**src/rtl/adc_link_pkg.sv**
```systemverilog
`timescale 1ns/1ps
package adc_link_pkg;
  typedef enum logic [1:0] {
    MODE_CONV     = 2'b00,
    MODE_SLEEP    = 2'b01,
    MODE_CHAIN    = 2'b10,
    MODE_CONV_ALT = 2'b11
  } req_mode_e;

  typedef enum logic [1:0] {
    PH_IDLE  = 2'b00,
    PH_FRAME = 2'b01,
    PH_QUIET = 2'b10
  } phase_e;
endpackage

```
**src/rtl/adc_sclk_div.sv**
```systemverilog
`timescale 1ns/1ps
module adc_sclk_div #(
  parameter int HALF = 2
) (
  input  logic clk,
  input  logic rst_n,
  input  logic run,
  output logic tick
);
  localparam int CW = (HALF > 1) ? $clog2(HALF) : 1;

  logic [CW-1:0] cnt_q, cnt_d;

  always_comb begin
    tick  = run && (cnt_q == CW'(HALF - 1));
    cnt_d = cnt_q;
    if (!run)      cnt_d = '0;
    else if (tick) cnt_d = '0;
    else           cnt_d = cnt_q + CW'(1);
  end

  always_ff @(posedge clk or negedge rst_n) begin
    if (!rst_n) cnt_q <= '0;
    else        cnt_q <= cnt_d;
  end
endmodule

```
**src/rtl/adc_frame_seq.sv**
```systemverilog
`timescale 1ns/1ps
module adc_frame_seq
  import adc_link_pkg::*;
#(
  parameter int FRAME_LEN   = 16,
  parameter int SLEEP_EDGES = 2,
  parameter int CHAIN_EDGES = 10
) (
  input  logic       clk,
  input  logic       rst_n,
  input  logic       tick,
  input  logic       cmd_valid,
  input  logic       cmd_chan,
  input  logic [1:0] cmd_mode,
  output logic       run,
  output logic       cs_n,
  output logic       sclk,
  output logic       din,
  output logic       sample,
  output logic       deliver,
  output logic       ref_chan
);
  localparam int EW = $clog2(FRAME_LEN + 1);

  phase_e        phase_q, phase_d;
  logic          cs_q, cs_d, sclk_q, sclk_d;
  logic [EW-1:0] fall_q, fall_d, cut_q, cut_d;
  logic          chan_q, chan_d, conv_q, conv_d, pd_q, pd_d;
  logic          dummy_q, dummy_d, wake_q, wake_d, sleep_q, sleep_d;
  logic          quiet_q, quiet_d, ref_q, ref_d;

  always_comb begin
    phase_d = phase_q;  cs_d    = cs_q;    sclk_d  = sclk_q;
    fall_d  = fall_q;   cut_d   = cut_q;   chan_d  = chan_q;
    conv_d  = conv_q;   pd_d    = pd_q;    dummy_d = dummy_q;
    wake_d  = wake_q;   sleep_d = sleep_q; quiet_d = quiet_q;
    ref_d   = ref_q;
    sample  = 1'b0;
    deliver = 1'b0;
    unique case (phase_q)
      PH_IDLE: begin
        if (cmd_valid) begin
          phase_d = PH_FRAME;
          cs_d    = 1'b0;
          sclk_d  = 1'b1;
          fall_d  = '0;
          chan_d  = cmd_chan;
          conv_d  = 1'b0;
          pd_d    = 1'b0;
          dummy_d = 1'b0;
          wake_d  = 1'b0;
          unique case (req_mode_e'(cmd_mode))
            MODE_SLEEP: begin
              cut_d = EW'(SLEEP_EDGES);
              pd_d  = 1'b1;
            end
            MODE_CHAIN: cut_d = EW'(CHAIN_EDGES);
            default: begin
              cut_d  = EW'(FRAME_LEN);
              conv_d = 1'b1;
              if (sleep_q) begin
                dummy_d = 1'b1;
                wake_d  = 1'b1;
              end
            end
          endcase
        end
      end
      PH_FRAME: begin
        if (tick) begin
          if (sclk_q) begin
            sclk_d = 1'b0;
            fall_d = fall_q + EW'(1);
          end else begin
            sclk_d = 1'b1;
            sample = 1'b1;
            if (fall_q == cut_q) begin
              cs_d    = 1'b1;
              phase_d = PH_QUIET;
              quiet_d = 1'b0;
              ref_d   = chan_q;
              deliver = conv_q && !dummy_q;
              if (pd_q)    sleep_d = 1'b1;
              if (dummy_q) sleep_d = 1'b0;
            end
          end
        end
      end
      PH_QUIET: begin
        if (tick) begin
          if (!quiet_q) begin
            quiet_d = 1'b1;
          end else if (wake_q) begin
            phase_d = PH_FRAME;
            cs_d    = 1'b0;
            sclk_d  = 1'b1;
            fall_d  = '0;
            cut_d   = EW'(FRAME_LEN);
            dummy_d = 1'b0;
            wake_d  = 1'b0;
          end else begin
            phase_d = PH_IDLE;
          end
        end
      end
      default: phase_d = PH_IDLE;
    endcase
  end

  always_ff @(posedge clk or negedge rst_n) begin
    if (!rst_n) begin
      phase_q <= PH_IDLE;  cs_q    <= 1'b1;  sclk_q  <= 1'b1;
      fall_q  <= '0;       cut_q   <= '0;    chan_q  <= 1'b0;
      conv_q  <= 1'b0;     pd_q    <= 1'b0;  dummy_q <= 1'b0;
      wake_q  <= 1'b0;     sleep_q <= 1'b0;  quiet_q <= 1'b0;
      ref_q   <= 1'b0;
    end else begin
      phase_q <= phase_d;  cs_q    <= cs_d;    sclk_q  <= sclk_d;
      fall_q  <= fall_d;   cut_q   <= cut_d;   chan_q  <= chan_d;
      conv_q  <= conv_d;   pd_q    <= pd_d;    dummy_q <= dummy_d;
      wake_q  <= wake_d;   sleep_q <= sleep_d; quiet_q <= quiet_d;
      ref_q   <= ref_d;
    end
  end

  assign run      = (phase_q != PH_IDLE);
  assign cs_n     = cs_q;
  assign sclk     = sclk_q;
  assign din      = !cs_q && chan_q;
  assign ref_chan = ref_q;
endmodule

```
**src/rtl/adc_rx_parse.sv**
```systemverilog
`timescale 1ns/1ps
module adc_rx_parse #(
  parameter int DATA_W = 10,
  parameter int PAD_W  = 2
) (
  input  logic              clk,
  input  logic              rst_n,
  input  logic              sample,
  input  logic              dout,
  input  logic              deliver,
  input  logic              ref_chan,
  output logic              res_valid,
  output logic [DATA_W-1:0] res_data,
  output logic              res_chan,
  output logic              res_mode,
  output logic              res_err
);
  localparam int FRAME_LEN = 2 * PAD_W + 2 + DATA_W;
  localparam int CHAN_POS  = FRAME_LEN - 1 - PAD_W;
  localparam int MODE_POS  = CHAN_POS - 1;

  logic [FRAME_LEN-2:0] sh_q, sh_d;
  logic [FRAME_LEN-1:0] word;
  logic [PAD_W-1:0]     lead, trail;
  logic                 valid_d, chan_d, mode_d, err_d;
  logic                 chan_q, mode_q, err_q, valid_q;
  logic [DATA_W-1:0]    data_d, data_q;

  always_comb begin
    word   = {sh_q, dout};
    lead   = word[FRAME_LEN-1 -: PAD_W];
    trail  = word[PAD_W-1:0];
    sh_d   = sample ? word[FRAME_LEN-2:0] : sh_q;
    valid_d = deliver;
    data_d  = data_q;
    chan_d  = chan_q;
    mode_d  = mode_q;
    err_d   = err_q;
    if (deliver) begin
      data_d = word[PAD_W +: DATA_W];
      chan_d = word[CHAN_POS];
      mode_d = word[MODE_POS];
      err_d  = (|lead) || (|trail) || (word[CHAN_POS] != ref_chan);
    end
  end

  always_ff @(posedge clk or negedge rst_n) begin
    if (!rst_n) begin
      sh_q    <= '0;
      valid_q <= 1'b0;
      data_q  <= '0;
      chan_q  <= 1'b0;
      mode_q  <= 1'b0;
      err_q   <= 1'b0;
    end else begin
      sh_q    <= sh_d;
      valid_q <= valid_d;
      data_q  <= data_d;
      chan_q  <= chan_d;
      mode_q  <= mode_d;
      err_q   <= err_d;
    end
  end

  assign res_valid = valid_q;
  assign res_data  = data_q;
  assign res_chan  = chan_q;
  assign res_mode  = mode_q;
  assign res_err   = err_q;
endmodule

```
**src/rtl/adc_link_host.sv**
```systemverilog
`timescale 1ns/1ps
module adc_link_host #(
  parameter int HALF_DIV    = 2,
  parameter int DATA_W      = 10,
  parameter int PAD_W       = 2,
  parameter int SLEEP_EDGES = 2,
  parameter int CHAIN_EDGES = 10
) (
  input  logic              clk,
  input  logic              rst_n,
  input  logic              cmd_valid,
  input  logic              cmd_chan,
  input  logic [1:0]        cmd_mode,
  output logic              busy,
  output logic              adc_cs_n,
  output logic              adc_sclk,
  output logic              adc_din,
  input  logic              adc_dout,
  output logic              res_valid,
  output logic [DATA_W-1:0] res_data,
  output logic              res_chan,
  output logic              res_mode,
  output logic              res_err
);
  localparam int FRAME_LEN = 2 * PAD_W + 2 + DATA_W;

  logic run, tick, sample, deliver, ref_chan;

  adc_sclk_div #(.HALF(HALF_DIV)) u_div (
    .clk(clk), .rst_n(rst_n), .run(run), .tick(tick)
  );

  adc_frame_seq #(
    .FRAME_LEN(FRAME_LEN), .SLEEP_EDGES(SLEEP_EDGES), .CHAIN_EDGES(CHAIN_EDGES)
  ) u_seq (
    .clk(clk), .rst_n(rst_n), .tick(tick),
    .cmd_valid(cmd_valid), .cmd_chan(cmd_chan), .cmd_mode(cmd_mode),
    .run(run), .cs_n(adc_cs_n), .sclk(adc_sclk), .din(adc_din),
    .sample(sample), .deliver(deliver), .ref_chan(ref_chan)
  );

  adc_rx_parse #(.DATA_W(DATA_W), .PAD_W(PAD_W)) u_rx (
    .clk(clk), .rst_n(rst_n), .sample(sample), .dout(adc_dout),
    .deliver(deliver), .ref_chan(ref_chan),
    .res_valid(res_valid), .res_data(res_data), .res_chan(res_chan),
    .res_mode(res_mode), .res_err(res_err)
  );

  assign busy = run;
endmodule

```
**config.mk**
```make
export PLATFORM = sky130hd
export DESIGN_NAME = adc_link_host
export DESIGN_NICKNAME = d
export VERILOG_FILES = /design/src/rtl/adc_link_pkg.sv /design/src/rtl/adc_sclk_div.sv /design/src/rtl/adc_frame_seq.sv /design/src/rtl/adc_rx_parse.sv /design/src/rtl/adc_link_host.sv
export SDC_FILE = /design/constraint.sdc
export NUM_CORES = 1
export LEC_CHECK = 0
export ABC_AREA = 1
export BUFFER_PORTS_ARGS = -buffer_cell sky130_fd_sc_hd__buf_2
export CELL_PAD_IN_SITES_DETAIL_PLACEMENT = 0
export CELL_PAD_IN_SITES_GLOBAL_PLACEMENT = 1
export CORE_AREA = 4 4 83 85
export DETAILED_ROUTE_END_ITERATION = 10
export DIE_AREA = 0 0 87 89
export PLACE_DENSITY = 0.77
export SYNTH_ARGS = -nofsm -noshare
export SYNTH_HDL_FRONTEND = slang
export SYNTH_HIERARCHICAL = 1
export SYNTH_SLANG_ARGS = --single-unit
```
**constraint.sdc**
```tcl
create_clock -name clk -period 4 [get_ports clk]
set_clock_uncertainty 0.05 [all_clocks]
set_input_delay 0.2 -clock clk [delete_from_list [all_inputs] [get_ports clk]]
set_output_delay 0.2 -clock clk [all_outputs]
set_load 0.005 [all_outputs]
```
==> summary.txt, run 1 <==
VDD IR max: 0.446 mV
RePlAce Congestion: 0.878
CP max FO: 30
Ys flop type: dfrtp_1
Clock sink total: 50
Layout cells sized above 1: 26.5%
Max cap viols: 0
Drt first pass iters: 4
Rel. slew slack: 57.8%
Number of buffers created by CTS: 5
Core area: 6200 um2
Yosys Warn Count: 6
Status: finished clean
Vias in the first global route: 1555
Starting DRT DRC Count: 99
Flop2flop setup slack: 1.69 ns
Antenna viol nets, final: 0
Ys async rst share: 100%
Fmax: 0.434 GHz
Slew @ Worst Pin: 0.633 ns
Sequential share of the synthesized area: 53.4%
Area of the multi-input gates: 927 um2
CP arrival: 2.45 ns
Area Growth Syn to Fin: 13.5%
Worst-skew pair later-pin latency: 0.30 ns
Crit Path Category: reg2reg
Unrepaired setup endpoints after global routing: false
CTS tree: built
Die Area: 7740 um2
Setup slack after layout: 1.69 ns
Nets: 292
Max Root-Sink Buffers: 2
Remaining design rule violation count: 0
Hold crit path type: in2reg
Crit path launch type: flip-flop
Hold Fails Final Rpt: 0
Drt total wl: 4250 um
I/O pins: 25
Grt total ovfl: 0
Die Ht: 89 um
Fillers: 608
Mapped Cells: 252
First-pass GRT wire length: 7500 um
Post-Place Worst Slack: 1.69 ns
Core Rows: 29
Post-Layout Cell Count: 360
Post-synth top area share: 51.2%
#FFs+latches synth: 50
Vias post-DR: 1628
Final setup TNS: 0 ns
Sequential standard cell area: 1250 um2
Unique masters post-synth: 28
Area leader, netlist: dfrtp_1
Clk slew on worst S/H paths: 0.09 ns
CTS H-tree depth: 2
Initial Utilization: 37.8%
DP Cell Count: 351
Synth top area cells: dfrtp_1, nand2_1, nor2_1
Slew Viols, Final: 0
Drt wl/cell: 11.8 um
Post-DR vias/cell: 4.52
Final period utilization: 57.7%
Power Density: 812 nW/um2
Post-synth EDFFs: 0
Setup Buffers After CTS: 0
Syn Std Cell Area: 2350 um2
Synth Net Count: 262
ANT cells: 0
# port buffers: 24
Die X: 87 um
Tmin final: 2.31 ns
Critical Path RT: 4.14 ns
Setup violators final: 0
Mapped Avg Cell Area: 9.31 um2
Largest net degree at the start of global routing: 51
CP Capture Type: flip-flop
# hold bufs at CTS: 1
LEAKAGE: 1.33 nW
Dpl hpwl: 3030 um
Power, Total: 2.16 mW
Clk root buf: clkbuf_8
Post-CTS sizing: 0
Antenna violations before repair: 0
Synth top cells by count: dfrtp_1, nand2_1, nor2_1, inv_1, o21ai_0
Tot GR Track Use: 12.3%
## flip-flops by register name, indices dropped and copies added (netlist names), 2 cells and up
signal         flops
u_rx/sh_q         15
u_seq/phase_q      2
u_seq/fall_q       5
u_rx/res_data     10
u_seq/cut_q        3
## cell families after synthesis
logic type / synth area share [%]
adders and majority gates: 1.60
buffers and inverters: 7.09
and+or+nand+nor: 23.7
xor gates and xnor gates: 0.746
muxes: 4.16
DFF: 53.4
AOI/OAI and AO/OA: 9.28
## final timing paths
check                                 start              end  depth (start not counted)
setup / recovery           u_seq/phase_q[1]    u_rx/res_mode                         11
hold / removal                     cmd_chan     u_seq/chan_q                          3
setup reg to reg           u_seq/phase_q[1]    u_rx/res_mode                         11
hold reg to reg                 u_div/cnt_q      u_div/cnt_q                          1
max in group asynchronous             rst_n      u_div/cnt_q                          3
min in group asynchronous             rst_n  u_seq/fall_q[2]                          3
## routing by layer
| metal | GRT usage [%] | part of all wire, % | wire, um |
|---|---|---|---|
| met1 | 16.7 | 51 | 2150 |
| met2 | 19.9 | 44 | 1890 |
| met4 | 3.40 | 1.1 | 48 |
| met3 | 2.95 | 3.9 | 164 |
| met5 | 0 | 0 | 0 |
## worst max-delay path: stages, from the launching register on
cell and delay [ns]:
dfrtp_1 0.49, nor2_2 0.08, inv_1 0.09, nand2_1 0.06, inv_1 0.04, inv_1 0.11, nor2_2 0.12, buf_4 0.28
nand2_2 0.13, nor3_2 0.11, buf_4 0.27, mux2_2 0.36
## cell type report
type,count,area share [%]
Clock inverter,2,1.41
Sequential cell,50,47.1
Timing Repair Buffer,28,5.73
Inverter,33,4.65
Clock buffer,6,2.72
Multi-Input combinational cell,164,34.8
Tap cell,77,3.62
## cells in the final DEF (no fill, tap or decap), types with 2 or more instances in the layout
master,instances
clkbuf_8,5
ha_1,3
nand2_1,48
nand2_2,8
dfstp_2,2
a21oi_1,15
buf_4,3
nor2_1,32
o21ai_1,2
xor2_1,2
o21ai_0,16
buf_2,24
nand3_2,4
nor2_2,5
nand3_1,7
dfrtp_1,48
nand4_1,2
o21ai_2,6
nor3_2,2
mux2_4,5
inv_1,30
inv_2,3
mux2_2,2
## through the flow
stage / utilization [%] / hold WS (ns) / area (um2)
2_1_floorplan: - / -0.146 / 2350
3_3_place_gp: 41.0 / 0.300 / 2540
3_5_place_dp: 41.0 / 0.305 / 2540
4_1_cts: 42.9 / 0.0878 / 2660
5_1_grt: 42.9 / 0.105 / 2660
6_report: 42.9 / 0.0913 / 2660
## power by group
group | internal, mW | total [mW] | switching [mW]
logic | 0.365 | 0.920 | 0.554
registers | 0.745 | 0.896 | 0.151
clock network | 0.187 | 0.348 | 0.162
Power figures use the tool's default switching activity.
==> inputs of run 2 (changes only) <==
==> constraint.sdc (replaced) <==
create_clock -name clk -period 2.4 [get_ports clk]
set_clock_uncertainty 0.05 [all_clocks]
set_input_delay 0.12 -clock clk [delete_from_list [all_inputs] [get_ports clk]]
set_output_delay 0.12 -clock clk [all_outputs]
set_load 0.005 [all_outputs]
==> run 2 against run 1 <==
Net effect: die area stayed put; core utilization is 0.54 points higher; non-clock buffer count is 1 higher; global-route usage is 0.32 points higher; wire length is 2.2% higher; critical path type unchanged; critical endpoint unchanged; largest cell class unchanged; highest routed layer unchanged.
==> summary.txt, run 2 (synthesis results as in run 1) <==
Status: finished clean
Crit path launch type: flip-flop
Power Density: 1360 nW/um2
Max cap viols: 0
Setup crit end: u_rx/res_mode
Largest net degree at the start of global routing: 51
Nets: 293
Most frequent cells in the layout: nand2_1, dfrtp_1, nor2_1
Layout cells sized above 1: 26.8%
Vias post-DR: 1665
Max Root-Sink Buffers: 2
DP Cell Count: 351
Hold Fails Final Rpt: 0
Final setup TNS: 0 ns
Final std cell area, no fill: 2700 um2
Worst reg-to-reg path cell count: 10
I/O pins: 25
Die Ht: 89 um
Vias in the first global route: 1642
Post-Layout Cell Count: 361
Initial Utilization: 37.8%
Hold crit path type: in2reg
Hold WS: 0.0133 ns
Post-CTS sizing: 0
First-pass GRT wire length: 7580 um
Fmax: 0.492 GHz
Crit Path Category: reg2reg
CTS H-tree depth: 2
Die X: 87 um
Drt wl/cell: 12.0 um
Setup Buffers After CTS: 0
Post-Place Worst Slack: 0.374 ns
CP max FO: 22
Post-DR vias/cell: 4.61
Crit. Startpoint: u_seq/phase_q[1]
CTS tree: built
Drt first pass iters: 4
Fillers: 620
Hold Path Depth: 3
Clk root buf: clkbuf_8
# hold bufs at CTS: 2
Remaining design rule violation count: 0
Setup slack after layout: 0.369 ns
VDD IR max: 0.595 mV
Antenna viol nets, final: 0
Worst-skew pair later-pin latency: 0.30 ns
CP arrival: 2.17 ns
Power, Total: 3.66 mW
Slew @ Worst Pin: 0.316 ns
Reg2reg end: u_rx/res_mode
RePlAce Congestion: 0.838
Area Growth Syn to Fin: 14.9%
Core area: 6200 um2
Number of buffers created by CTS: 5
Tot GR Track Use: 12.7%
Area of the multi-input gates: 927 um2
Setup violators final: 0
Post-DP Area: 2560 um2
Starting DRT DRC Count: 66
CP Capture Type: flip-flop
Unrepaired setup endpoints after global routing: false
# port buffers: 24
Reg2Reg Launch Point: u_seq/phase_q[1]
Flop2flop setup slack: 0.37 ns
LEAKAGE: 1.35 nW
Largest register FFs: 15
Clk slew on worst S/H paths: 0.09 ns
Dpl hpwl: 3150 um
Drt total wl: 4350 um
Reg with most FFs: u_rx/sh_q
Antenna violations before repair: 0
Final Core Density: 43.5%
Clock sink total: 50
Grt total ovfl: 0
Final period utilization: 84.6%
Critical Path RT: 2.54 ns
Sequential standard cell area: 1250 um2
Core Rows: 29
Rel. slew slack: 78.9%
Die Area: 7740 um2
Tmin final: 2.03 ns
ANT cells: 0
Slew Viols, Final: 0
==> run 2: changes by cell type in the layout (fill, tap and decap cells not counted) <==
cell,change
clkbuf_1,-1
buf_12,+1
buf_4,-1
inv_6,+1
clkinvlp_4,-1
clkbuf_8,+1
dlygate4sd3_1,+1
==> run 2: where the power goes <==
group	internal, mW	switching [mW]
logic	0.613	0.919
clock network	0.343	0.286
registers	1.24	0.256
total	2.20	1.46
==> run 2: worst min-delay path by stage <==
stage                        start               to  slack (ns)
final                     cmd_chan     u_seq/chan_q        0.01
after global routing      cmd_chan     u_seq/chan_q        0.03
after CTS                 cmd_chan     u_seq/chan_q       0.006
after detailed placement     rst_n  u_seq/fall_q[4]        0.08
after global placement       rst_n     u_rx/sh_q[1]        0.08
after floorplan              rst_n      u_div/cnt_q       -0.23
==> run 2: area by class of cell <==
cell class / instances / share of cell area, %
Clock inverter: 2 / 1.44
Sequential cell: 50 / 46.5
Inverter: 33 / 4.59
Tap cell: 77 / 3.57
Clock buffer: 6 / 3.06
Timing Repair Buffer: 29 / 6.49
Multi-Input combinational cell: 164 / 34.4
==> run 2: layer usage <==
layer  vias to the layer above  wire length (um)  GRT usage [%]
met5                         -                 0              0
met4                         0                53           3.97
li1                        859                 -              -
met3                         7               220           3.32
met2                        31              1990           20.3
met1                       768              2090           16.9
==> run 2: critical path: stages, from the launching register on <==
cell and delay (ns):
dfrtp_1 0.51, nor2_2 0.09, inv_1 0.09, nand2_1 0.05, inv_1 0.04, inv_1 0.10
nor2_2 0.15, nand2_2 0.09, nor3_2 0.10, buf_4 0.28, mux2_2 0.36
==> inputs of run 3 (changes only) <==
==> constraint.sdc (replaced) <==
create_clock -name clk -period 1.9 [get_ports clk]
set_clock_uncertainty 0.05 [all_clocks]
set_input_delay 0.095 -clock clk [delete_from_list [all_inputs] [get_ports clk]]
set_output_delay 0.095 -clock clk [all_outputs]
set_load 0.005 [all_outputs]
==> run 3 against run 2 <==
Net effect: worst hold slack improved by 0.10 ns; sequential share of layout area fell by 2.9 points; die area did not move; maximum frequency rose by 11%; count of clock-buffer cells in the layout fell by 1; register-to-register slack got worse by 0.30 ns; non-clock buffer count rose by 21; critical path depth did not move; wire length rose by 11%; core utilization rose by 3.0 points.
==> summary.txt, run 3 (synthesis results as in run 1) <==
Status: finished clean
Reg2reg end: u_rx/res_data[1]
Max Root-Sink Buffers: 2
Tot GR Track Use: 13.3%
Reg with most FFs: u_rx/sh_q
Hold crit path type: in2reg
Starting DRT DRC Count: 83
Hold Fails Final Rpt: 0
Layout cells sized above 1: 33.1%
Area Growth Syn to Fin: 22.9%
CP arrival: 1.99 ns
Core Rows: 29
Hold wc startpoint: cmd_mode[0]
Antenna violations before repair: 0
Tmin final: 1.84 ns
# port buffers: 24
Area of the multi-input gates: 946 um2
Max cap viols: 0
Grt total ovfl: 0
Drt first pass iters: 4
Most frequent cells in the layout: nand2_1, dfrtp_1, nor2_1
Crit Path Category: reg2reg
First-pass GRT wire length: 8010 um
Nets: 314
Largest net degree at the start of global routing: 30
Reg2Reg Launch Point: u_seq/fall_q[2]
CTS H-tree depth: 2
Buf+Inv Stages, Crit Path: 3
Drt wl/cell: 12.7 um
Die Area: 7740 um2
Critical Path RT: 2.05 ns
I/O pins: 25
Worst reg-to-reg path cell count: 10
Final period utilization: 96.6%
Final std cell area, no fill: 2890 um2
Drt total wl: 4840 um
Clock sink total: 50
Met1 WL: 2300 um
Power Density: 1660 nW/um2
Vias in the first global route: 1682
Highest routing layer actually used: met4
Post-DR vias/cell: 4.59
Worst path cell trace: nor2_1 -> nand2_1 -> nor2_1 -> nand2_1 -> inv_2 -> nand2_4 -> nor3_4 -> buf_12 -> buf_12 -> mux2_4
Rel. slew slack: 64.7%
Worst-skew pair later-pin latency: 0.32 ns
WL met3: 219 um
Final setup TNS: 0 ns
Remaining design rule violation count: 0
Crit path launch type: flip-flop
CP peak stage delay: 0.40 ns
CP max FO: 5
Fillers: 596
Core area: 6200 um2
Leading cell type in the layout, fill and taps excluded: nand2_1
Setup slack after layout: 0.0644 ns
Initial Utilization: 37.8%
Slowest CP cell: dfrtp_1
Clk root buf: clkbuf_8
Die Ht: 89 um
Dpl hpwl: 3320 um
Setup violators final: 0
Number of buffers created by CTS: 5
Clk slew on worst S/H paths: 0.10 ns
RePlAce Congestion: 0.788
Post-DP Area: 2620 um2
Fmax: 0.545 GHz
CP Capture Type: flip-flop
Slew Viols, Final: 0
Slew @ Worst Pin: 0.530 ns
Flop2flop setup slack: 0.06 ns
LEAKAGE: 1.46 nW
Sequential standard cell area: 1260 um2
Antenna viol nets, final: 0
Largest register FFs: 15
CTS tree: built
ANT cells: 0
Hold Path Depth: 3
Vias post-DR: 1755
CP delay by family, top: simple AND/OR/NAND/NOR gates
Wire length on met2: 2260 um
Hold WS: 0.114 ns
Worst Hold End: u_seq/pd_q
VDD IR max: 0.751 mV
Post-Place Worst Slack: 0.0623 ns
Die X: 87 um
run 3: cell types whose count changed in the layout (fill, tap and decap cells not counted), moves of 2 or more:
cell,delta
inv_2,+2
dfrtp_1,-2
dfrtp_2,+2
inv_1,-2
buf_4,+18
run 3: stage by stage:
step / util [%] / cells / power, mW
finish: 46.5 / 382 / 4.80
global route: 46.5 / 382 / 5.22
CTS: 44.2 / 370 / 4.69
detailed placement: 42.2 / 359 / 4.00
global placement: 42.2 / 359 / 3.95
floorplan: - / 252 / 3.35
run 3: worst max path at each step:
stage / depth (start not counted) / from / slack [ns] / endpoint
3_5_place_dp: 10 / u_seq/phase_q[1] / 0.06 / u_rx/res_mode
6_report: 10 / u_seq/fall_q[2] / 0.06 / u_rx/res_data[1]
2_1_floorplan: 10 / u_seq/phase_q[0] / 0.02 / u_rx/res_data[1]
3_3_place_gp: 10 / u_seq/phase_q[1] / 0.11 / u_rx/res_mode
5_1_grt: 11 / u_seq/fall_q[4] / -0.03 / u_rx/res_data[1]
4_1_cts: 10 / u_seq/phase_q[1] / 0.04 / u_rx/res_mode
run 3: worst min-delay path, stage by stage:
cell and delay (ns):
buf_2 0.09, ha_1 0.13, mux2_2 0.13
run 3: final cells by class:
class | count | share of cell area, %
Inverter | 33 | 4.29
Multi-Input combinational cell | 164 | 32.8
Clock inverter | 3 | 0.997
Clock buffer | 5 | 2.39
Tap cell | 77 | 3.34
Sequential cell | 50 | 43.5
Timing Repair Buffer | 50 | 12.7
run 3: routing by layer:
layer | track usage (%) | up-vias
met2 | 21.5 | 34
met3 | 2.76 | 4
met4 | 5.10 | 0
li1 | - | 896
met1 | 17.7 | 821
met5 | 0 | -
run 3: timing repair:
| item | CTS | global route |
|---|---|---|
| endpoints found under the hold margin | 22 | 0 |
| resized for setup | 0 | 9 |
| buffers inserted | 0 | 11 |
| endpoints found under the setup margin | 0 | 5 |
| hold buffers | 3 | 0 |
run 3: where the power goes:
group / internal, mW / switching [mW]
Combinational: 0.966 / 1.29
Sequential: 1.57 / 0.295
Clock: 0.276 / 0.402
